$ cat src/rtl/pin_evt_pkg.sv
package pin_evt_pkg;

  localparam int unsigned REG_AW = 3;

  typedef enum logic [REG_AW-1:0] {
    REG_DIN  = 3'd0,
    REG_PEND = 3'd1,
    REG_IEN  = 3'd2,
    REG_RISE = 3'd3,
    REG_FALL = 3'd4,
    REG_HIGH = 3'd5,
    REG_LOW  = 3'd6,
    REG_FILT = 3'd7
  } reg_sel_e;

  // number of plain read/write control registers, starting at REG_IEN
  localparam int unsigned NUM_CTRL = 6;

endpackage

$ cat src/rtl/pin_evt_regs.sv
module pin_evt_regs
  import pin_evt_pkg::*;
#(
  parameter int unsigned NUM_PINS = 32
) (
  input  logic                clk_i,
  input  logic                rst_n,
  input  logic                we_i,
  input  logic [REG_AW-1:0]   addr_i,
  input  logic [NUM_PINS-1:0] wdata_i,
  output logic [NUM_PINS-1:0] ien_o,
  output logic [NUM_PINS-1:0] rise_o,
  output logic [NUM_PINS-1:0] fall_o,
  output logic [NUM_PINS-1:0] high_o,
  output logic [NUM_PINS-1:0] low_o,
  output logic [NUM_PINS-1:0] filt_o
);

  logic [NUM_PINS-1:0] ctrl_q [NUM_CTRL];
  logic [NUM_PINS-1:0] ctrl_d [NUM_CTRL];
  logic [NUM_CTRL-1:0] ctrl_en;

  for (genvar k = 0; k < NUM_CTRL; k++) begin : g_ctrl
    localparam logic [REG_AW-1:0] ADDR_K = REG_AW'(int'(REG_IEN) + k);

    assign ctrl_en[k] = we_i && (addr_i == ADDR_K);

    always_comb begin
      ctrl_d[k] = ctrl_q[k];
      if (ctrl_en[k]) begin
        ctrl_d[k] = wdata_i;
      end
    end

    always_ff @(posedge clk_i or negedge rst_n) begin
      if (!rst_n) begin
        ctrl_q[k] <= '0;
      end else if (ctrl_en[k]) begin
        ctrl_q[k] <= ctrl_d[k];
      end
    end
  end

  assign ien_o  = ctrl_q[0];
  assign rise_o = ctrl_q[1];
  assign fall_o = ctrl_q[2];
  assign high_o = ctrl_q[3];
  assign low_o  = ctrl_q[4];
  assign filt_o = ctrl_q[5];

endmodule

$ cat src/rtl/pin_evt_cond.sv
module pin_evt_cond #(
  parameter int unsigned NUM_PINS      = 32,
  parameter int unsigned STABLE_CYCLES = 16
) (
  input  logic                clk_i,
  input  logic                rst_n,
  input  logic [NUM_PINS-1:0] pins_i,
  input  logic [NUM_PINS-1:0] filt_en_i,
  output logic [NUM_PINS-1:0] samp_o,
  output logic [NUM_PINS-1:0] filt_o,
  output logic [NUM_PINS-1:0] cond_o
);

  localparam int unsigned CW = $clog2(STABLE_CYCLES + 1);
  localparam logic [CW-1:0] CNT_LAST = CW'(STABLE_CYCLES - 1);

  logic [NUM_PINS-1:0] samp_q;

  always_ff @(posedge clk_i or negedge rst_n) begin
    if (!rst_n) begin
      samp_q <= '0;
    end else begin
      samp_q <= pins_i;
    end
  end

  for (genvar p = 0; p < NUM_PINS; p++) begin : g_pin
    logic [CW-1:0] cnt_q, cnt_d;
    logic          filt_q, filt_d;
    logic          differs;

    assign differs = samp_q[p] ^ filt_q;

    always_comb begin
      cnt_d  = '0;
      filt_d = filt_q;
      if (differs) begin
        if (cnt_q == CNT_LAST) begin
          filt_d = samp_q[p];
        end else begin
          cnt_d = cnt_q + 1'b1;
        end
      end
    end

    always_ff @(posedge clk_i or negedge rst_n) begin
      if (!rst_n) begin
        cnt_q  <= '0;
        filt_q <= 1'b0;
      end else begin
        cnt_q  <= cnt_d;
        filt_q <= filt_d;
      end
    end

    assign filt_o[p] = filt_q;
    assign cond_o[p] = filt_en_i[p] ? filt_q : samp_q[p];
  end

  assign samp_o = samp_q;

endmodule

$ cat src/rtl/pin_evt_detect.sv
module pin_evt_detect #(
  parameter int unsigned NUM_PINS = 32
) (
  input  logic                clk_i,
  input  logic                rst_n,
  input  logic [NUM_PINS-1:0] cond_i,
  input  logic [NUM_PINS-1:0] rise_en_i,
  input  logic [NUM_PINS-1:0] fall_en_i,
  input  logic [NUM_PINS-1:0] high_en_i,
  input  logic [NUM_PINS-1:0] low_en_i,
  input  logic [NUM_PINS-1:0] clr_i,
  output logic [NUM_PINS-1:0] set_o,
  output logic [NUM_PINS-1:0] pend_o
);

  logic [NUM_PINS-1:0] prev_q;
  logic [NUM_PINS-1:0] pend_q, pend_d;
  logic [NUM_PINS-1:0] went_up, went_down;

  assign went_up   =  cond_i & ~prev_q;
  assign went_down = ~cond_i &  prev_q;

  assign set_o = (rise_en_i & went_up)
               | (fall_en_i & went_down)
               | (high_en_i & cond_i)
               | (low_en_i  & ~cond_i);

  // a new event outranks a same-cycle clear
  always_comb begin
    pend_d = (pend_q & ~clr_i) | set_o;
  end

  always_ff @(posedge clk_i or negedge rst_n) begin
    if (!rst_n) begin
      prev_q <= '0;
      pend_q <= '0;
    end else begin
      prev_q <= cond_i;
      pend_q <= pend_d;
    end
  end

  assign pend_o = pend_q;

endmodule

$ cat src/rtl/pin_evt_irq.sv
module pin_evt_irq
  import pin_evt_pkg::*;
#(
  parameter int unsigned NUM_PINS      = 32,
  parameter int unsigned STABLE_CYCLES = 16
) (
  input  logic                clk_i,
  input  logic                rst_ni,
  input  logic [NUM_PINS-1:0] pins_i,
  input  logic                bus_we_i,
  input  logic [REG_AW-1:0]   bus_addr_i,
  input  logic [NUM_PINS-1:0] bus_wdata_i,
  output logic [NUM_PINS-1:0] bus_rdata_o,
  output logic [NUM_PINS-1:0] pend_o,
  output logic                irq_o
);

  logic [1:0]          rst_sync_q;
  logic                rst_n;
  logic [NUM_PINS-1:0] ien, rise_en, fall_en, high_en, low_en, filt_en;
  logic [NUM_PINS-1:0] samp, filt, cond, set_vec, pend, clr_vec;

  always_ff @(posedge clk_i or negedge rst_ni) begin
    if (!rst_ni) begin
      rst_sync_q <= 2'b00;
    end else begin
      rst_sync_q <= {rst_sync_q[0], 1'b1};
    end
  end
  assign rst_n = rst_sync_q[1];

  pin_evt_regs #(.NUM_PINS(NUM_PINS)) regs_i (
    .clk_i   (clk_i),
    .rst_n   (rst_n),
    .we_i    (bus_we_i),
    .addr_i  (bus_addr_i),
    .wdata_i (bus_wdata_i),
    .ien_o   (ien),
    .rise_o  (rise_en),
    .fall_o  (fall_en),
    .high_o  (high_en),
    .low_o   (low_en),
    .filt_o  (filt_en)
  );

  pin_evt_cond #(.NUM_PINS(NUM_PINS), .STABLE_CYCLES(STABLE_CYCLES)) cond_i (
    .clk_i     (clk_i),
    .rst_n     (rst_n),
    .pins_i    (pins_i),
    .filt_en_i (filt_en),
    .samp_o    (samp),
    .filt_o    (filt),
    .cond_o    (cond)
  );

  assign clr_vec = (bus_we_i && bus_addr_i == REG_PEND) ? bus_wdata_i : '0;

  pin_evt_detect #(.NUM_PINS(NUM_PINS)) det_i (
    .clk_i     (clk_i),
    .rst_n     (rst_n),
    .cond_i    (cond),
    .rise_en_i (rise_en),
    .fall_en_i (fall_en),
    .high_en_i (high_en),
    .low_en_i  (low_en),
    .clr_i     (clr_vec),
    .set_o     (set_vec),
    .pend_o    (pend)
  );

  always_comb begin
    unique case (bus_addr_i)
      REG_DIN:  bus_rdata_o = cond;
      REG_PEND: bus_rdata_o = pend;
      REG_IEN:  bus_rdata_o = ien;
      REG_RISE: bus_rdata_o = rise_en;
      REG_FALL: bus_rdata_o = fall_en;
      REG_HIGH: bus_rdata_o = high_en;
      REG_LOW:  bus_rdata_o = low_en;
      REG_FILT: bus_rdata_o = filt_en;
      default:  bus_rdata_o = '0;
    endcase
  end

  assign pend_o = pend;
  assign irq_o  = |(pend & ien);

endmodule

$ cat config.mk
export PLATFORM = sky130hd
export DESIGN_NAME = pin_evt_irq
export DESIGN_NICKNAME = d
export VERILOG_FILES = /design/src/rtl/pin_evt_pkg.sv /design/src/rtl/pin_evt_regs.sv /design/src/rtl/pin_evt_cond.sv /design/src/rtl/pin_evt_detect.sv /design/src/rtl/pin_evt_irq.sv
export SDC_FILE = /design/constraint.sdc
export NUM_CORES = 1
export LEC_CHECK = 0
export BUFFER_PORTS_ARGS = -buffer_cell sky130_fd_sc_hd__buf_2
export CAP_MARGIN = 20
export CORE_MARGIN = 10
export CORE_UTILIZATION = 45
export CTS_BUF_LIST = sky130_fd_sc_hd__clkbuf_8 sky130_fd_sc_hd__clkbuf_16
export CTS_CLUSTER_DIAMETER = 50
export CTS_CLUSTER_SIZE = 14
export DETAILED_ROUTE_END_ITERATION = 16
export GPL_ROUTABILITY_DRIVEN = 0
export PLACE_DENSITY_LB_ADDON = 0.2
export SETUP_SLACK_MARGIN = 0.5
export SYNTH_ARGS = -nofsm -noshare
export SYNTH_HDL_FRONTEND = slang
export SYNTH_SLANG_ARGS = --single-unit
$ cat constraint.sdc
create_clock -name clk_i -period 14.9 [get_ports clk_i]
set_input_delay 1.49 -clock clk_i [delete_from_list [all_inputs] [get_ports clk_i]]
set_output_delay 1.49 -clock clk_i [all_outputs]
set_load 0.02 [all_outputs]
After elaboration in Yosys (flattened, before gate mapping)

Index checks and enable logic that the tools add are counted.

$add $sub $neg: 32
Eq/ne operators: 39
Multiplexer cells: 98
Bitwise operators: 47
Reductions and logical operators: 41

Operators by type and width:

| operator              | count |
|---|---|
| $mux W5               | 64 |
| $and A32 B32 Y32      | 8 |
| $pmux W32 S8          | 1 |
| $add A5 B1 Y5 const B | 32 |
| $eq A5 B4 Y1 const B  | 32 |
| $or A32 B32 Y32       | 4 |
| $not A32 Y32          | 3 |
| $reduce_and A2 Y1     | 32 |
| $mux W1               | 32 |
| $mux W32              | 1 |
| $reduce_or A32 Y1     | 1 |
| $xor A1 B1 Y1         | 32 |
| $eq A3 B3 Y1 const B  | 4 |
| $logic_and A1 B1 Y1   | 7 |
| $eq A3 B2 Y1 const B  | 2 |
| $eq A3 B1 Y1 const B  | 1 |
| $logic_not A3 Y1      | 1 |

Register bits after elaboration: 482
Input port bits: 70
Logic and storage cells: 331

Longest topological paths before layout

Depth in word-level cells: 8
Depth in mapped cells: 6
Gate-level depth less buffers: 4

Cells and area by module

A second synthesis with hierarchy kept.

Cell total of the unflattened synthesis: 1785
Area total of the unflattened synthesis: 22138.7 µm²

Modules (own cells, without submodules):

| module         | times used | cells each | area an instance (µm²) |
|---|---|---|---|
| pin_evt_cond   | 1          | 757        | 9302.7 |
| pin_evt_regs   | 1          | 411        | 7166.9 |
| pin_evt_detect | 1          | 256        | 3042.9 |
| pin_evt_irq    | 1          | 361        | 2626.3 |

Worst setup path after synthesis

No wires, ideal clock.

Path kind: input to output
Start point: input port bus_addr_i[2]
End point: output port bus_rdata_o[17]
Arrival: 2.794 ns
Data required time: 13.410 ns
Slack: 10.616 ns
Stages: 6
Buffers on the path: 4
Cell sequence: buf_4 > buf_4 > buf_6 > clkbuf_1 > a221o_1 > a21oi_1

Cells in the longest elaborated chain, start to end: 2
Elaborated cells between the ends (all ways): 9
Classes of those cells: 7 x eq/ne; 1 x mux; 1 x reduce/logical

Ends and longest elaborated chain:

| item                                 | RTL line          | RTL |
|---|---|---|
| start: declaration                   | pin_evt_irq.sv:11 | `input logic [REG_AW-1:0] bus_addr_i,` |
| $eq A3 B3 Y1 (tied with other cells) | pin_evt_irq.sv:72 | `unique case (bus_addr_i)` |
| $pmux W32 S8 (*)                     | pin_evt_irq.sv:72 |  |
| end: declaration                     | pin_evt_irq.sv:13 | `output logic [NUM_PINS-1:0] bus_rdata_o,` |

Mark *: on every way between the ends. The rest lies on a longest branch, timed or not.

Final worst setup path

Start point: input port bus_addr_i[2]
End point: output port bus_rdata_o[28]

Same word-level chain as after synthesis.

==> impl_metrics.json <==
{
  "status": "complete, no violations",
  "period_share_pct": 39.55,
  "yosysSeqAreaShare_pct": 56.71,
  "vdd_drop_max_mv": 0.09968,
  "final_cell_mix": "481 x dfrtp_1, 256 x mux2_2, 161 x nor2_1, 132 x buf_2, 96 x xor2_1",
  "leakagePower_nw": 11.54,
  "io_pins": 135,
  "ff_latch_area_sq_um": 12070,
  "final_common_cell": "dfrtp_1",
  "fill_cells": 4068,
  "crit_required_ns": 13.41,
  "startpoint": "bus_addr_i[2]",
  "crit_path_max_fanout": 68,
  "fin_skew_ns": 0.02315,
  "relSlewSlack_pct": 21.69,
  "cp_slowest_cell": "or3_2",
  "hold_class": "reg2reg",
  "maxCapViolCount": 0,
  "synth_edf_count": 0,
  "grt_pass1_vias": 14430,
  "synthArstFlopShare_pct": 100.0,
  "cts_buffers": 50,
  "final_nets": 1965,
  "rsz0062_at_grt": "false",
  "drc_errors": 0,
  "cpPeakStageDelay_ns": 0.96,
  "fmax_mhz": 169.7,
  "die_y_um": 237.4,
  "cts-resized-gates": 0,
  "vias": 13890,
  "dp_hpwl_mm": 33.49,
  "grt_busiest_layer": "met2",
  "tightest_slew_ns": 1.170,
  "place_ws_ns": 9.030,
  "clock_latency_ns": 0.59,
  "postRouteAntennaNets": 0,
  "globalRouteMet2Util_pct": 28.94,
  "p_per_area_nw_per_um2": 139.2,
  "wl_per_cell_um": 20.38,
  "design_area_sq_um": 24300,
  "grt_max_degree": 181,
  "drive_gt1_share_pct": 26.55,
  "gr-total-overflow": 0,
  "clockBufferDepth": 3,
  "synth_area_sq_um": 21270,
  "grt_use_met3_pct": 3.621,
  "syn_inst": 1723,
  "power_mw": 3.381,
  "min_period_ns": 5.892,
  "hold_buffers": 0,
  "synth_seq_cells": 482,
  "avgViaCountPerCell": 5.544,
  "setup_viol": 0,
  "stdcell_count": 2505,
  "cts_sinks": 482,
  "ys_types": 43,
  "crit_arrival_ns": 4.40,
  "synthFlopType": "dfrtp_1",
  "hold_viol_final": 0,
  "place_area_sq_um": 22540,
  "cp-start-kind": "input pin",
  "clk_pin_slew_worst_paths_ns": 0.06,
  "row_count": 79,
  "met1_usage_pct": 24.63,
  "syn_avg_cell_area_sq_um": 12.34,
  "multi_input_area_sq_um": 8603,
  "hp-start": "rst_sync_q[0]",
  "crit_top_cell": "buf_4",
  "syn_to_final_growth_pct": 14.25,
  "start_util_pct": 45.59,
  "die_w_um": 237.4,
  "worstSetupPathType": "in2out",
  "dr.pass1.iters": 5,
  "cts_root_buffer": "clkbuf_16",
  "ys_warn_count": 0,
  "cts_setup_buffers": 0,
  "worstSetupEndpointType": "output port",
  "dp.cells": 2417,
  "drt_wl_total_mm": 51.06,
  "portBuffers": 134,
  "timing.rr.start": "rst_sync_q[1]",
  "cts_tree": "done",
  "cp_cell_sequence": "buf_4, buf_4, or3_2, nor2_1, a31oi_1, buf_2",
  "final.setup.worst_slack_ns": 9.008,
  "synthesis.nets": 1825,
  "dieArea_sq_um": 56360,
  "core-area_sq_um": 46650,
  "finalSetupTns_ns": 0,
  "insertedDiodeCount": 0,
  "grt_pass1_wl_mm": 81.58,
  "grt_antenna_before_repair": 4,
  "grt_util_all_layers_pct": 18.09,
  "drtIter0Drc": 1143,
  "h-tree-depth": 2,
  "drv_slew": 0
}
[report_power, final]
| group | leakage, nW | switching (mW) | internal (mW) |
|---|---|---|---|
| Clock | 0.843 | 0.540 | 0.772 |
| Combinational | 4.70 | 0.230 | 0.232 |
| Sequential | 5.99 | 0.139 | 1.47 |
| Total | 11.5 | 0.909 | 2.47 |
[cell families after synthesis]
| group | synth area share [%] |
|---|---|
| flip-flops | 56.71 |
| AND/OR/NAND/NOR | 8.842 |
| multiplexers | 15.80 |
| AO/OA/AOI/OAI | 9.848 |
| buffers and inverters | 2.947 |
| XOR/XNOR | 3.953 |
| adder cells (fa/ha/maj) | 1.882 |
| other | 0.01763 |
[layer usage]
layer | share of wire [%] | vias up
met5 | 0.086 | -
met4 | 2.1 | 6
met3 | 5.0 | 88
met2 | 46 | 308
met1 | 47 | 7068
li1 | - | 6417
[metrics by stage]
step | util, % | hold WS [ns]
after detailed placement | 48.31 | 0.3457
after global routing | 52.09 | 0.3744
after global placement | 48.31 | 0.3365
after floorplan | - | 0.3311
final | 52.09 | 0.3540
after CTS | 52.03 | 0.3602
[final timing paths]
path	endpoint	slack, ns	depth (start not counted)
worst max-delay path	bus_rdata_o[28]	9.01	6
worst min-delay path	rst_sync_q[1]	0.35	0
worst max register to register	regs_i.ien_o[27]	12.33	3
worst min register to register	rst_sync_q[1]	0.35	0
max in group asynchronous	regs_i.ien_o[27]	12.33	3
min in group asynchronous	cond_i.g_pin[0].cnt_q[1]	0.47	0
[flip-flops by register name, indices dropped and copies added, names as in the netlist]
signal and flops:
cond_i.g_pin.filt_q 32, regs_i.ien_o 32, det_i.pend_o 32, regs_i.high_o 32
cond_i.g_pin.cnt_q 160, regs_i.low_o 32, regs_i.rise_o 32, regs_i.filt_o 32
det_i.prev_q 32, cond_i.samp_o 32, rst_sync_q 2, regs_i.fall_o 32
[cell type report]
class | instances | share of cell area (%)
timing repair buffer | 152 | 3.470
sequential | 482 | 49.65
tap | 607 | 3.125
clock inverter | 30 | 1.447
inverter | 79 | 1.220
clock buffer | 57 | 5.684
multi-input combinational | 1098 | 35.40
[worst max-delay path: cells and delay by family]
| kind | cells | cell delay (ns) |
|---|---|---|
| compound gates | 1 | 0.30 |
| simple gates | 2 | 1.07 |
| buf+inv | 3 | 1.48 |
[Yosys cell counts, types with 22 or more instances]
library cell / count / area, sq um
o21ai_0: 32 / 160.2
mux2i_1: 32 / 320.3
nand3_1: 65 / 325.3
clkbuf_1: 22 / 82.58
a221oi_1: 23 / 201.4
mux2_2: 256 / 2883
and2_1: 42 / 262.8
a221o_1: 33 / 330.3
a21o_1: 32 / 240.2
nand2_1: 40 / 150.1
o32a_1: 23 / 230.2
nand2b_1: 26 / 162.7
a211oi_1: 23 / 172.7
nor2_1: 161 / 604.3
a22o_1: 23 / 201.4
a21oi_1: 64 / 320.3
ha_1: 32 / 400.4
buf_2: 30 / 150.1
dfrtp_1: 482 / 12060
inv_1: 78 / 292.8
and3_1: 33 / 206.5
xor2_1: 96 / 840.8
No activity file was read; power rests on OpenSTA's default activity.
